===== config.mk =====
export PLATFORM = sky130hd
export DESIGN_NAME = loop_replay_seq
export DESIGN_NICKNAME = d
export VERILOG_FILES = /design/src/rtl/loop_seq_pkg.sv /design/src/rtl/loop_seq_buf.sv /design/src/rtl/loop_seq_cnt.sv /design/src/rtl/loop_replay_seq.sv
export SDC_FILE = /design/constraint.sdc
export NUM_CORES = 1
export LEC_CHECK = 0
export CORE_ASPECT_RATIO = 0.8
export CORE_MARGIN = 2
export CORE_UTILIZATION = 60
export DETAILED_ROUTE_END_ITERATION = 8
export DONT_BUFFER_PORTS = 1
export HOLD_SLACK_MARGIN = 0.06
export PLACE_DENSITY = 0.77
export REMOVE_ABC_BUFFERS = 1
export SYNTH_ARGS = -nofsm -noshare
export SYNTH_HDL_FRONTEND = slang
export SYNTH_SLANG_ARGS = --single-unit

===== constraint.sdc =====
create_clock -name clk -period 4 [get_ports clk]
set_input_delay 0.2 -clock clk [delete_from_list [all_inputs] [get_ports clk]]
set_output_delay 0.2 -clock clk [all_outputs]
set_load 0.05 [all_outputs]

===== src/rtl/loop_seq_pkg.sv =====
package loop_seq_pkg;

  typedef enum logic [1:0] {
    ST_IDLE   = 2'd0,
    ST_RECORD = 2'd1,
    ST_REPLAY = 2'd2,
    ST_DONE   = 2'd3
  } seq_state_e;

endpackage


===== src/rtl/loop_seq_buf.sv =====
module loop_seq_buf #(
  parameter int DATA_W = 16,
  parameter int DEPTH  = 32,
  localparam int ADDR_W = $clog2(DEPTH)
) (
  input  logic              clk,
  input  logic              rst,
  input  logic              we,
  input  logic [ADDR_W-1:0] waddr,
  input  logic [DATA_W-1:0] wdata,
  input  logic              re,
  input  logic [ADDR_W-1:0] raddr,
  output logic [DATA_W-1:0] rdata
);

  logic [DATA_W-1:0] store [DEPTH];

  // Synchronous write and registered read, so block RAM can be inferred
  always_ff @(posedge clk) begin
    if (we) store[waddr] <= wdata;
    if (re) rdata <= store[raddr];
  end

  // Capture and replay never overlap, so the port never sees both at once
  AST_NO_RW_COLLIDE: assert property (@(posedge clk) disable iff (rst)
    !(we && re));

endmodule


===== src/rtl/loop_seq_cnt.sv =====
module loop_seq_cnt #(
  parameter int CNT_W = 16
) (
  input  logic             clk,
  input  logic             rst,
  input  logic             load,
  input  logic [CNT_W-1:0] load_val,
  input  logic             dec,
  output logic             at_last
);

  logic [CNT_W-1:0] cnt_q;

  always_ff @(posedge clk) begin
    if (rst)       cnt_q <= '0;
    else if (load) cnt_q <= load_val;
    else if (dec)  cnt_q <= cnt_q - CNT_W'(1);
  end

  // A count of 0 behaves like 1: the current iteration is the last one
  assign at_last = (cnt_q <= CNT_W'(1));

  AST_DEC_ABOVE_ONE: assert property (@(posedge clk) disable iff (rst)
    dec |-> (cnt_q > CNT_W'(1)));
  AST_LOAD_DEC_EXCL: assert property (@(posedge clk) disable iff (rst)
    !(load && dec));

endmodule


===== src/rtl/loop_replay_seq.sv =====
module loop_replay_seq
  import loop_seq_pkg::*;
#(
  parameter int INSN_W = 16,
  parameter int DEPTH  = 32,
  parameter int CNT_W  = 16,
  localparam int ADDR_W = $clog2(DEPTH),
  localparam int PTR_W  = ADDR_W + 1
) (
  input  logic              clk,
  input  logic              rst,
  input  logic              start_i,
  input  logic [CNT_W-1:0]  count_i,
  input  logic              host_valid_i,
  input  logic [INSN_W-1:0] host_insn_i,
  input  logic              host_end_i,
  output logic              dp_valid_o,
  output logic [INSN_W-1:0] dp_insn_o,
  output logic              suspend_o,
  output logic              wake_o,
  output logic              overflow_o
);

  seq_state_e state_q;

  logic [PTR_W-1:0]  wr_ptr_q;
  logic [PTR_W-1:0]  rd_ptr_q;
  logic [PTR_W-1:0]  len_q;
  logic              fwd_vld_q;
  logic [INSN_W-1:0] fwd_q;
  logic              rep_vld_q;
  logic              suspend_q;
  logic              wake_q;
  logic              ovf_q;
  logic [INSN_W-1:0] rd_data;

  logic             full;
  logic             acc_insn;
  logic             ovf_hit;
  logic             end_hit;
  logic [PTR_W-1:0] body_len;
  logic             last_rd;
  logic             iter_end;
  logic             at_last;
  logic             cnt_load;
  logic             cnt_dec;

  // ---------------- decode ----------------
  assign full     = (wr_ptr_q == PTR_W'(DEPTH));
  assign acc_insn = (state_q == ST_RECORD) && host_valid_i && !full;
  assign ovf_hit  = (state_q == ST_RECORD) && host_valid_i && full;
  assign end_hit  = (state_q == ST_RECORD) && host_end_i && !ovf_hit;
  assign body_len = wr_ptr_q + PTR_W'(acc_insn);
  assign last_rd  = ((rd_ptr_q + PTR_W'(1)) == len_q);
  assign iter_end = (state_q == ST_REPLAY) && last_rd;

  assign cnt_load = (state_q == ST_IDLE) && start_i;
  assign cnt_dec  = !at_last &&
                    ((end_hit && (body_len != '0)) || iter_end);

  // ---------------- storage and iteration count ----------------
  loop_seq_buf #(
    .DATA_W (INSN_W),
    .DEPTH  (DEPTH)
  ) u_buf (
    .clk   (clk),
    .rst   (rst),
    .we    (acc_insn),
    .waddr (wr_ptr_q[ADDR_W-1:0]),
    .wdata (host_insn_i),
    .re    (state_q == ST_REPLAY),
    .raddr (rd_ptr_q[ADDR_W-1:0]),
    .rdata (rd_data)
  );

  loop_seq_cnt #(
    .CNT_W (CNT_W)
  ) u_cnt (
    .clk      (clk),
    .rst      (rst),
    .load     (cnt_load),
    .load_val (count_i),
    .dec      (cnt_dec),
    .at_last  (at_last)
  );

  // ---------------- sequencer ----------------
  always_ff @(posedge clk) begin
    if (rst) begin
      state_q   <= ST_IDLE;
      wr_ptr_q  <= '0;
      rd_ptr_q  <= '0;
      len_q     <= '0;
      fwd_vld_q <= 1'b0;
      fwd_q     <= '0;
      rep_vld_q <= 1'b0;
      suspend_q <= 1'b0;
      wake_q    <= 1'b0;
      ovf_q     <= 1'b0;
    end else begin
      fwd_vld_q <= 1'b0;
      rep_vld_q <= 1'b0;
      suspend_q <= 1'b0;
      wake_q    <= 1'b0;
      unique case (state_q)
        ST_IDLE: begin
          if (start_i) begin
            state_q  <= ST_RECORD;
            wr_ptr_q <= '0;
            ovf_q    <= 1'b0;
          end
        end
        ST_RECORD: begin
          if (ovf_hit) begin
            ovf_q   <= 1'b1;
            state_q <= ST_IDLE;
          end else begin
            if (acc_insn) begin
              wr_ptr_q  <= wr_ptr_q + PTR_W'(1);
              fwd_vld_q <= 1'b1;
              fwd_q     <= host_insn_i;
            end
            if (end_hit) begin
              suspend_q <= 1'b1;
              len_q     <= body_len;
              rd_ptr_q  <= '0;
              if (at_last || (body_len == '0)) begin
                state_q <= ST_DONE;
                wake_q  <= 1'b1;
              end else begin
                state_q <= ST_REPLAY;
              end
            end
          end
        end
        ST_REPLAY: begin
          rep_vld_q <= 1'b1;
          rd_ptr_q  <= last_rd ? '0 : rd_ptr_q + PTR_W'(1);
          if (iter_end && at_last) begin
            state_q <= ST_DONE;
            wake_q  <= 1'b1;
          end
        end
        ST_DONE: begin
          state_q <= ST_IDLE;
        end
        default: state_q <= ST_IDLE;
      endcase
    end
  end

  assign dp_valid_o = fwd_vld_q | rep_vld_q;
  assign dp_insn_o  = rep_vld_q ? rd_data : fwd_q;
  assign suspend_o  = suspend_q;
  assign wake_o     = wake_q;
  assign overflow_o = ovf_q;

  // ---------------- assertions ----------------
  AST_DP_EXCLUSIVE: assert property (@(posedge clk) disable iff (rst)
    !(fwd_vld_q && rep_vld_q));
  AST_SUSPEND_PULSE: assert property (@(posedge clk) disable iff (rst)
    suspend_q |=> !suspend_q);
  AST_RD_IN_BODY: assert property (@(posedge clk) disable iff (rst)
    (state_q == ST_REPLAY) |-> (rd_ptr_q < len_q));
  AST_WAKE_PULSE: assert property (@(posedge clk) disable iff (rst)
    wake_q |=> !wake_q);
  AST_WAKE_TO_IDLE: assert property (@(posedge clk) disable iff (rst)
    wake_q |=> (state_q == ST_IDLE));
  AST_OVF_NO_FORWARD: assert property (@(posedge clk) disable iff (rst)
    ovf_hit |=> (!fwd_vld_q && ovf_q && !suspend_q && (state_q == ST_IDLE)));
  AST_START_IGNORED: assert property (@(posedge clk) disable iff (rst)
    ((state_q == ST_REPLAY) && start_i) |=> (state_q != ST_RECORD));
  AST_HOST_IGNORED: assert property (@(posedge clk) disable iff (rst)
    ((state_q != ST_RECORD) && host_valid_i) |=> !fwd_vld_q);

endmodule


==> results of run 1 <==
## how the worst min path moves through the flow
| stage | start | endpoint | cells past startpoint | slack (ps) |
|---|---|---|---|---|
| floorplan | rst | u_cnt.cnt_q[0] | 1 | 270 |
| global placement | rst | u_cnt.cnt_q[0] | 1 | 270 |
| detailed placement | rst | u_cnt.cnt_q[0] | 1 | 280 |
| CTS | rst | state_q[0] | 2 | 80 |
| global route | rst | state_q[0] | 2 | 140 |
| finish | host_end_i | state_q[0] | 3 | 120 |
## metal layers
metal | vias to the layer above | global-route usage (%)
met5 | - | 0
met4 | 4 | 7.60
met3 | 95 | 5.71
met2 | 614 | 40.3
met1 | 6208 | 38.9
li1 | 5010 | -
## power by group through the flow
stage	Combinational (uW)	Sequential (uW)	Clock, uW
finish	1170	6880	5220
floorplan	771	7020	0
detailed placement	992	7010	0
global placement	973	7000	0
global route	1260	6890	5540
CTS	1140	6880	5280
## metrics by stage
stage	setup slack (ps)	TNS, ps	utilization, %	instance area [sq um]
3_3_place_gp	471	0	63.0	24100
2_1_floorplan	-3600	-134840	-	22900
5_1_grt	31.5	0	69.3	26500
3_5_place_dp	301	0	63.0	24100
4_1_cts	266	0	69.1	26400
6_report	238	0	69.3	26500
## sequential cells by signal, indices dropped and copies added, names as in the netlist, named ones only
signal	cells
rd_ptr_q	6
len_q	6
wr_ptr_q	6
suspend_o	1
state_q	1
fwd_q	16
overflow_o	1
rep_vld_q	1
u_buf.store	512
fwd_vld_q	1
wake_o	1
u_buf.rdata	16
u_cnt.cnt_q	16
## layout make-up
cell class              count  share of cell area (%)
inverters                  12                   0.170
well taps                 495                    2.34
diodes                      3                  0.0284
repair buffers             99                    3.75
multi-input cells         509                    22.6
clock buffers              62                    5.33
clock inverters            39                    1.48
flip-flops and latches    585                    64.3
## cells by family (layout without fill, tap and decap cells)
family / count (synthesis) / count (layout)
compound gates: 99 / 100
xor+xnor: 15 / 15
fa+ha+maj: 12 / 12
buf+inv: 77 / 212
flops: 585 / 585
mux: 196 / 196
other cells: 0 / 3
simple gates: 186 / 186
## cells in the final DEF, fill, tap and decap left out, drive strengths merged, types with 3 or more instances in the layout
| master | n |
|---|---|
| and3 | 3 |
| nor2 | 55 |
| and2 | 3 |
| clkbuf | 62 |
| a21oi | 27 |
| nand4b | 3 |
| mux4 | 160 |
| xor2 | 6 |
| a31o | 3 |
| nand3b | 4 |
| a31oi | 15 |
| o21ai | 26 |
| xnor2 | 9 |
| clkinv | 24 |
| nand2 | 51 |
| mux2i | 3 |
| a211oi | 3 |
| buf | 54 |
| edfxtp | 528 |
| or4 | 8 |
| nand3 | 18 |
| mux2 | 33 |
| bufinv | 7 |
| diode | 3 |
| dfxtp | 57 |
| nand2b | 4 |
| or3 | 12 |
| o41ai | 3 |
| ha | 12 |
| clkinvlp | 6 |
| a22o | 3 |
| dlygate4sd3 | 45 |
| or4b | 3 |
| nor3 | 8 |
| inv | 14 |
| o31ai | 7 |
## repair_timing
action	4_1_cts	5_1_grt
resized for setup	0	1
setup buffers	0	1
setup endpoints to repair	0	14
endpoints found under the hold margin	556	0
hold buffers	50	0
## worst max-delay path, stage by stage (launching register included)
cell	delay, ps
dfxtp_1	480
nor3_1	310
a31o_2	490
inv_1	120
ha_1	250
ha_1	330
nor3b_1	200
mux2i_1	90
nand4b_1	460
a32oi_4	580
or4_1	200
a31oi_1	70
==> results.py, run 1 <==
metrics = {
    "outcome": {
        "status": "finished clean",
    },
    "global_route": {
        "antenna_found_initial": 4,
        "grt_max_degree": 79,
        "overflow": 0,
        "grt_pass1_vias": 11800,
        "grt.total_usage_pct": 26.3,
        "grt_pass1_wl_um": 76900,
    },
    "setup_path": {
        "crit_end": "u_cnt.cnt_q[12]",
        "startpoint": "wr_ptr_q[2]",
        "r2r_start": "wr_ptr_q[2]",
        "cp.arrival_ps": 4170,
        "cp-end-kind": "register",
        "reg2reg_to": "u_cnt.cnt_q[12]",
        "crit_type": "reg2reg",
        "crit_fanout": 19,
        "rrSetupSlack_ps": 240,
        "ff2ff_path_depth": 11,
        "startpoint_type": "register",
        "required_ps": 4410,
    },
    "synthesis": {
        "syn_avg_cell_area_sq_um": 19.9,
        "synthAdderAreaFrac_pct": 0.646,
        "yosysWarningCount": 0,
        "netlist_top_cells_area": "edfxtp_1, mux4_2, dfxtp_1, mux2_2, nor2_1",
        "synthMuxAreaShare_pct": 17.2,
        "ys_async_sr_fraction_pct": 0,
        "synth_most_common_cell": "edfxtp_1",
        "synth_top_cell_by_area": "edfxtp_1",
        "synth_xor_xnor_area_share_pct": 0.565,
        "synth_top_family_by_area": "multiplexers",
        "syn-cell-area_sq_um": 23200,
        "synth-simple-area-share_pct": 4.02,
        "synth_edf_count": 528,
        "synthCells": 1170,
        "yosys-top-cells-count": "edfxtp_1, mux4_2, dfxtp_1",
        "ys_types": 59,
        "ys.flop_type": "edfxtp_1",
        "ys_ff_latch": 585,
        "synth-seq-area-share_pct": 73.1,
        "yosys.area.top_type_share_pct": 68.2,
        "synth_compound_area_share_pct": 2.85,
    },
    "drt": {
        "drc": 0,
        "drt_pass1_iterations": 6,
        "m1WireLength_um": 20900,
        "wl_per_cell_um": 28.7,
        "top_layer": "met5",
        "via_per_inst": 6.61,
        "ant_nets": 0,
        "wl_um": 51700,
        "vias": 11900,
        "drtIter0Drc": 1485,
        "wl_met2_um": 24700,
        "wl_met3_um": 4770,
    },
    "power": {
        "combPwrFrac_pct": 8.8,
        "power.density_nw_per_um2": 501,
        "ir_worst_vdd_uv": 627,
        "internal_power_uw": 10200,
        "totalPowerFinal_uw": 13300,
        "sequentialPowerShare_pct": 51.9,
        "p_switching_uw": 3040,
        "switching_share_pct": 22.9,
        "clkPwrFrac_pct": 39.3,
        "leakagePower_uw": 0.00812,
    },
    "finish": {
        "drive_gt1_share_pct": 29.4,
        "multiInputGateArea_sq_um": 5990,
        "synthToLayoutAreaGrowth_pct": 13.9,
        "final_cell_count_no_fill": 1804,
        "final_nets": 1310,
        "regArea_sq_um": 17000,
        "nFillCells": 2251,
    },
    "floorplanning": {
        "initial_utilization_pct": 60.8,
        "ioPinCount": 57,
        "die_height_um": 180,
        "die-area_sq_um": 40300,
        "die_x_um": 224,
        "placeableCoreArea_sq_um": 38200,
        "rows": 64,
    },
    "clocking": {
        "cts_tree": "done",
        "insertion_delay_ps": 590,
        "numCtsBuffers": 54,
        "clockBufferDepth": 3,
        "clk_pin_slew_ps": 60,
        "cts_num_sinks": 585,
        "cts_root_buf": "clkbuf_16",
        "cts-htree-levels": 2,
    },
    "timing": {
        "fmax_ghz": 0.266,
        "report.final.setup_viol": 0,
        "fin_crit_ps": 3760,
        "slew_headroom_pct": 20.5,
        "finalCritPeriodShare_pct": 94.1,
        "grt_setup_unrepaired": "no",
        "hold_viol": 0,
        "fin_hold_ws_ps": 119,
        "fin_worst_skew_ps": 20.5,
        "final-max-slew-violation-count": 0,
        "worst_pin_slew_ps": 1190,
    },
    "place": {
        "dp_hpwl_um": 28100,
        "dp_cells": 1648,
        "globalplace.congestion": 0.856,
        "port_buffers": 0,
    },
    "flow_run": {
        "max-cap-violations": 0,
    },
    "min_path": {
        "hold_path.class": "in2reg",
    },
}
(Power assumes the default switching activity.)
==> run 2: changes to the inputs <==
CORE_ASPECT_RATIO = not set   (was 0.8)
CORE_MARGIN = 10   (was 2)
==> run 2 against run 1 <==
Cell count increased by 1.3%. Sequential power about the same. Maximum frequency down 2.7%. Largest cell class unchanged. Highest routed layer is now met4.
==> results.py, run 2 (same netlist as run 1, synthesis figures left out) <==
metrics = {
    "setup_path": {
        "slowest_delay_ps": 580,
        "ff2ff_path_depth": 11,
        "crit_fanout": 19,
        "reg2reg_to": "u_cnt.cnt_q[15]",
        "startpoint_type": "register",
        "cp-end-kind": "register",
        "crit_type": "reg2reg",
        "cp_cell_sequence": "nor3_1 > a31o_2 > inv_1 > ha_1 > ha_1 > nor3b_1 > mux2i_1 > nand4b_1 > a32oi_4 > or4_1 > a31oi_1",
        "r2r_start": "wr_ptr_q[3]",
        "cp.arrival_ps": 4300,
        "crit_path_top_delay_cell": "a32oi_4",
        "cpMostUsedCell": "ha_1",
        "rrSetupSlack_ps": 130,
        "required_ps": 4430,
    },
    "min_path": {
        "min_from": "rst",
        "hold_depth": 2,
        "hold_path_end": "state_q[0]",
        "hold_path.class": "in2reg",
    },
    "timing": {
        "worst_pin_slew_ps": 1250,
        "setup-tns-final_ps": 0,
        "hold_viol": 0,
        "slew_headroom_pct": 16.2,
        "report.final.setup_viol": 0,
        "final-max-slew-violation-count": 0,
        "finalCritPeriodShare_pct": 96.7,
        "fmax_ghz": 0.259,
        "fin_crit_ps": 3870,
        "fin_hold_ws_ps": 120,
        "fin_worst_skew_ps": 22.7,
    },
    "finish": {
        "final_cell_count_no_fill": 1828,
        "multiInputGateArea_sq_um": 5990,
        "final_nets": 1318,
        "synthToLayoutAreaGrowth_pct": 13.9,
        "largest_reg_flops": 512,
        "final_core_util_pct": 68.8,
        "mostFrequentLayoutCells": "edfxtp_1, mux4_2, clkbuf_16",
        "final_common_cell": "edfxtp_1",
        "drive_gt1_share_pct": 28.9,
        "diodes": 0,
        "regArea_sq_um": 17000,
        "regMostFlops": "u_buf.store",
        "nFillCells": 2404,
    },
    "place": {
        "dp_hpwl_um": 28400,
        "port_buffers": 0,
        "globalplace.congestion": 0.834,
        "dp_cells": 1671,
    },
    "power": {
        "leakagePower_uw": 0.00810,
        "power.density_nw_per_um2": 493,
        "ir_worst_vdd_uv": 393,
        "totalPowerFinal_uw": 13000,
    },
    "flow_run": {
        "max-cap-violations": 0,
    },
    "floorplanning": {
        "die_x_um": 217,
        "die-area_sq_um": 47000,
        "rows": 72,
        "initial_utilization_pct": 60.4,
        "ioPinCount": 57,
        "die_height_um": 217,
        "placeableCoreArea_sq_um": 38500,
    },
    "clocking": {
        "insertion_delay_ps": 610,
        "numCtsBuffers": 56,
        "cts-htree-levels": 2,
        "clockBufferDepth": 3,
        "cts_tree": "done",
        "cts_root_buf": "clkbuf_16",
        "cts_num_sinks": 585,
        "clk_pin_slew_ps": 60,
    },
    "global_route": {
        "overflow": 0,
        "grt_pass1_wl_um": 78900,
        "antenna_found_initial": 0,
        "grt_pass1_vias": 12200,
        "grt.total_usage_pct": 22.6,
        "grt_max_degree": 69,
    },
    "drt": {
        "ant_nets": 0,
        "drc": 0,
        "wl_per_cell_um": 28.8,
        "drt_pass1_iterations": 5,
        "wl_um": 52600,
        "via_per_inst": 6.57,
        "vias": 12000,
        "drtIter0Drc": 1438,
    },
    "outcome": {
        "status": "finished clean",
    },
}
## run 2: cell types whose count changed in the layout (fill, tap and decap cells not counted), moves of 2 or more
cell,change
bufinv_16,-4
dlygate4sd3_1,+3
buf_12,+3
clkinvlp_4,-2
clkbuf_8,-3
clkbuf_16,+2
clkbuf_1,+10
diode_2,-3
clkinv_1,-3
## run 2: per-layer routing
metal	wire [um]	global-route usage [%]
met5	0	0
met4	1640	7.67
met3	4790	5.52
met2	25700	35.5
met1	20500	30.8
## run 2: worst max-delay path, delay by kind of cell, from the launching register on
family | cells | cell delay, ps
AO/OA/AOI/OAI | 3 | 1200
AND/OR/NAND/NOR | 4 | 1210
buffers and inverters | 1 | 130
adder cells (fa/ha/maj) | 2 | 580
multiplexers | 1 | 110
flip-flops | 1 | 480
## run 2: area by class of cell
cell class,count,area share [%]
sequential,585,64.2
multi-input combinational,509,22.6
clock buffer,71,5.51
timing repair buffer,105,4.09
tap,518,2.45
clock inverter,28,0.912
inverter,12,0.170
## run 2: worst max path at each step
stage	start	endpoint	slack (ps)	cells after the start
after floorplan	rd_ptr_q[0]	u_cnt.cnt_q[12]	-3600	6
after global placement	wr_ptr_q[3]	u_cnt.cnt_q[11]	410	11
after detailed placement	wr_ptr_q[3]	u_cnt.cnt_q[15]	240	11
after CTS	wr_ptr_q[3]	u_cnt.cnt_q[15]	220	11
after global routing	wr_ptr_q[3]	u_cnt.cnt_q[4]	-30	11
final	wr_ptr_q[3]	u_cnt.cnt_q[15]	130	11
## run 2: through the flow
stage	setup WS, ps	area (sq um)
final	132	26500
after CTS	217	26400
after global routing	-27.0	26500
after global placement	411	24100
after detailed placement	245	24100
after floorplan	-3600	22900
## run 2: timing repair
item / 4_1_cts / 5_1_grt
setup endpoints to repair: 0 / 16
resized for setup: 0 / 1
hold endpoints to repair: 556 / 0
hold buffers: 56 / 0
buffers inserted: 0 / 1
## run 2: power by group
group	total (uW)	switching, uW	leakage [uW]	internal (uW)
Sequential	6880	100	0.00521	6780
Clock	4950	2180	0.000825	2770
Combinational	1210	733	0.00206	475
Total	13000	3020	0.00810	10000
==> run 3: changes to the inputs <==
CORE_ASPECT_RATIO = 0.9   (was not set)
==> run 3 against run 2 <==
Via count is 1.5% higher. Combinational power hardly changed. Sequential share of layout area is 0.22 points lower. Register-to-register slack better by 250 ps. Design area is 0.34% higher. Hold slack worse by 9.1 ps. Clock skew is 1.0 ps lower. Largest cell class unchanged. Wire length is 1.9% higher. Sequential power hardly changed. Largest power group unchanged.
==> results.py, run 3 (same netlist as run 1, synthesis figures left out) <==
metrics = {
    "drt": {
        "wl_per_cell_um": 29.7,
        "drtIter0Drc": 1464,
        "wl_um": 53600,
        "drc": 0,
        "ant_nets": 0,
        "vias": 12200,
        "drt_pass1_iterations": 5,
        "via_per_inst": 6.76,
    },
    "finish": {
        "nFillCells": 2298,
        "final_core_util_pct": 69.4,
        "regArea_sq_um": 17000,
        "final_cell_count_no_fill": 1803,
        "largest_reg_flops": 512,
        "final_common_cell": "edfxtp_1",
        "synthToLayoutAreaGrowth_pct": 14.3,
        "final_nets": 1319,
        "mostFrequentLayoutCells": "edfxtp_1, mux4_2, clkbuf_16",
        "multiInputGateArea_sq_um": 6000,
        "drive_gt1_share_pct": 29.2,
        "regMostFlops": "u_buf.store",
    },
    "timing": {
        "fin_hold_ws_ps": 111,
        "worst_pin_slew_ps": 1180,
        "fin_worst_skew_ps": 21.7,
        "fmax_ghz": 0.276,
        "grt_setup_unrepaired": "no",
        "fin_crit_ps": 3620,
        "final-max-slew-violation-count": 0,
        "finalCritPeriodShare_pct": 90.6,
        "hold_viol": 0,
        "report.final.setup_viol": 0,
        "slew_headroom_pct": 21.1,
    },
    "global_route": {
        "overflow": 0,
        "grt_pass1_vias": 12200,
        "grt_pass1_wl_um": 79800,
        "antenna_found_initial": 5,
        "grt.total_usage_pct": 23.2,
        "grt_max_degree": 65,
    },
    "setup_path": {
        "crit_type": "reg2reg",
        "cp.arrival_ps": 4120,
        "startpoint_type": "register",
        "cp-end-kind": "register",
        "r2r_start": "wr_ptr_q[0]",
        "reg2reg_to": "u_cnt.cnt_q[14]",
        "crit_fanout": 19,
        "required_ps": 4500,
        "ff2ff_path_depth": 12,
        "rrSetupSlack_ps": 380,
    },
    "clocking": {
        "insertion_delay_ps": 590,
        "cts_tree": "done",
        "numCtsBuffers": 55,
        "cts_num_sinks": 585,
        "clockBufferDepth": 3,
        "cts_root_buf": "clkbuf_16",
        "cts-htree-levels": 2,
        "clk_pin_slew_ps": 70,
    },
    "floorplanning": {
        "initial_utilization_pct": 60.7,
        "rows": 68,
        "ioPinCount": 57,
        "die_x_um": 227,
        "placeableCoreArea_sq_um": 38300,
        "die_height_um": 207,
        "die-area_sq_um": 47000,
    },
    "flow_run": {
        "max-cap-violations": 0,
    },
    "power": {
        "leakagePower_uw": 0.00816,
        "ir_worst_vdd_uv": 413,
        "power.density_nw_per_um2": 500,
        "totalPowerFinal_uw": 13300,
    },
    "min_path": {
        "hold_path_end": "state_q[0]",
        "min_from": "rst",
        "hold_path.class": "in2reg",
        "hold_depth": 2,
    },
    "place": {
        "globalplace.congestion": 0.799,
        "dp_hpwl_um": 29100,
        "dp_cells": 1645,
        "port_buffers": 0,
    },
    "outcome": {
        "status": "finished clean",
    },
}
==> run 3: cell count changes in the layout (fill, tap and decap cells not counted), moves of 2 or more <==
cell / previous run / this run
bufinv_16: 3 / 5
clkbuf_1: 15 / 13
buf_12: 14 / 16
clkbuf_8: 0 / 5
clkinvlp_4: 3 / 1
clkinv_2: 10 / 8
==> run 3: per-stage QoR <==
stage	TNS, ps	instance area [sq um]	setup WS [ps]
floorplan	-134840	22900	-3600
global placement	0	24100	447
detailed placement	0	24100	234
CTS	0	26500	239
global route	0	26600	31.1
finish	0	26600	377
==> run 3: worst max-delay path by stage <==
stage | startpoint | end | slack [ps] | cells past startpoint
final | wr_ptr_q[0] | u_cnt.cnt_q[14] | 380 | 12
after global routing | wr_ptr_q[0] | u_cnt.cnt_q[14] | 30 | 12
after CTS | wr_ptr_q[0] | u_cnt.cnt_q[10] | 240 | 12
after detailed placement | wr_ptr_q[0] | u_cnt.cnt_q[10] | 230 | 12
after global placement | wr_ptr_q[0] | u_cnt.cnt_q[2] | 450 | 12
after floorplan | rd_ptr_q[0] | u_cnt.cnt_q[12] | -3600 | 6
==> run 3: layout make-up <==
class / count / share of cell area, %
diodes: 1 / 0.00942
clock buffers: 74 / 5.72
clock inverters: 25 / 0.966
inverters: 12 / 0.170
multi-input cells: 509 / 22.6
flip-flops and latches: 585 / 64.0
well taps: 490 / 2.31
repair buffers: 107 / 4.22
==> run 3: report_power, final <==
part           leakage, uW  internal [uW]  switching [uW]
Combinational      0.00207            477             768
Sequential         0.00521           6780            98.7
Clock             0.000869           2970            2170
==> run 3: worst max-delay path, stage by stage, from the launching register on <==
cell	delay, ps
dfxtp_1	370
inv_1	130
ha_1	260
a31o_4	400
inv_1	120
ha_1	240
ha_1	310
nor3b_1	180
mux2i_1	90
nand4b_1	460
a32oi_4	550
o31ai_1	180
a31oi_1	240
==> run 3: timing repair <==
| action | 4_1_cts | 5_1_grt |
|---|---|---|
| hold endpoints to repair | 556 | 0 |
| gates resized for setup | 0 | 2 |
| buffers inserted | 0 | 0 |
| hold buffers | 57 | 0 |
| endpoints found under the setup margin | 0 | 16 |
==> run 3: layer usage <==
metal,vias to the layer above,wire length [um],GRT usage (%)
li1,5026,-,-
met1,6342,21000,32.8
met2,713,26300,37.2
met3,110,5060,4.69
met5,-,21,0
met4,4,1190,5.45
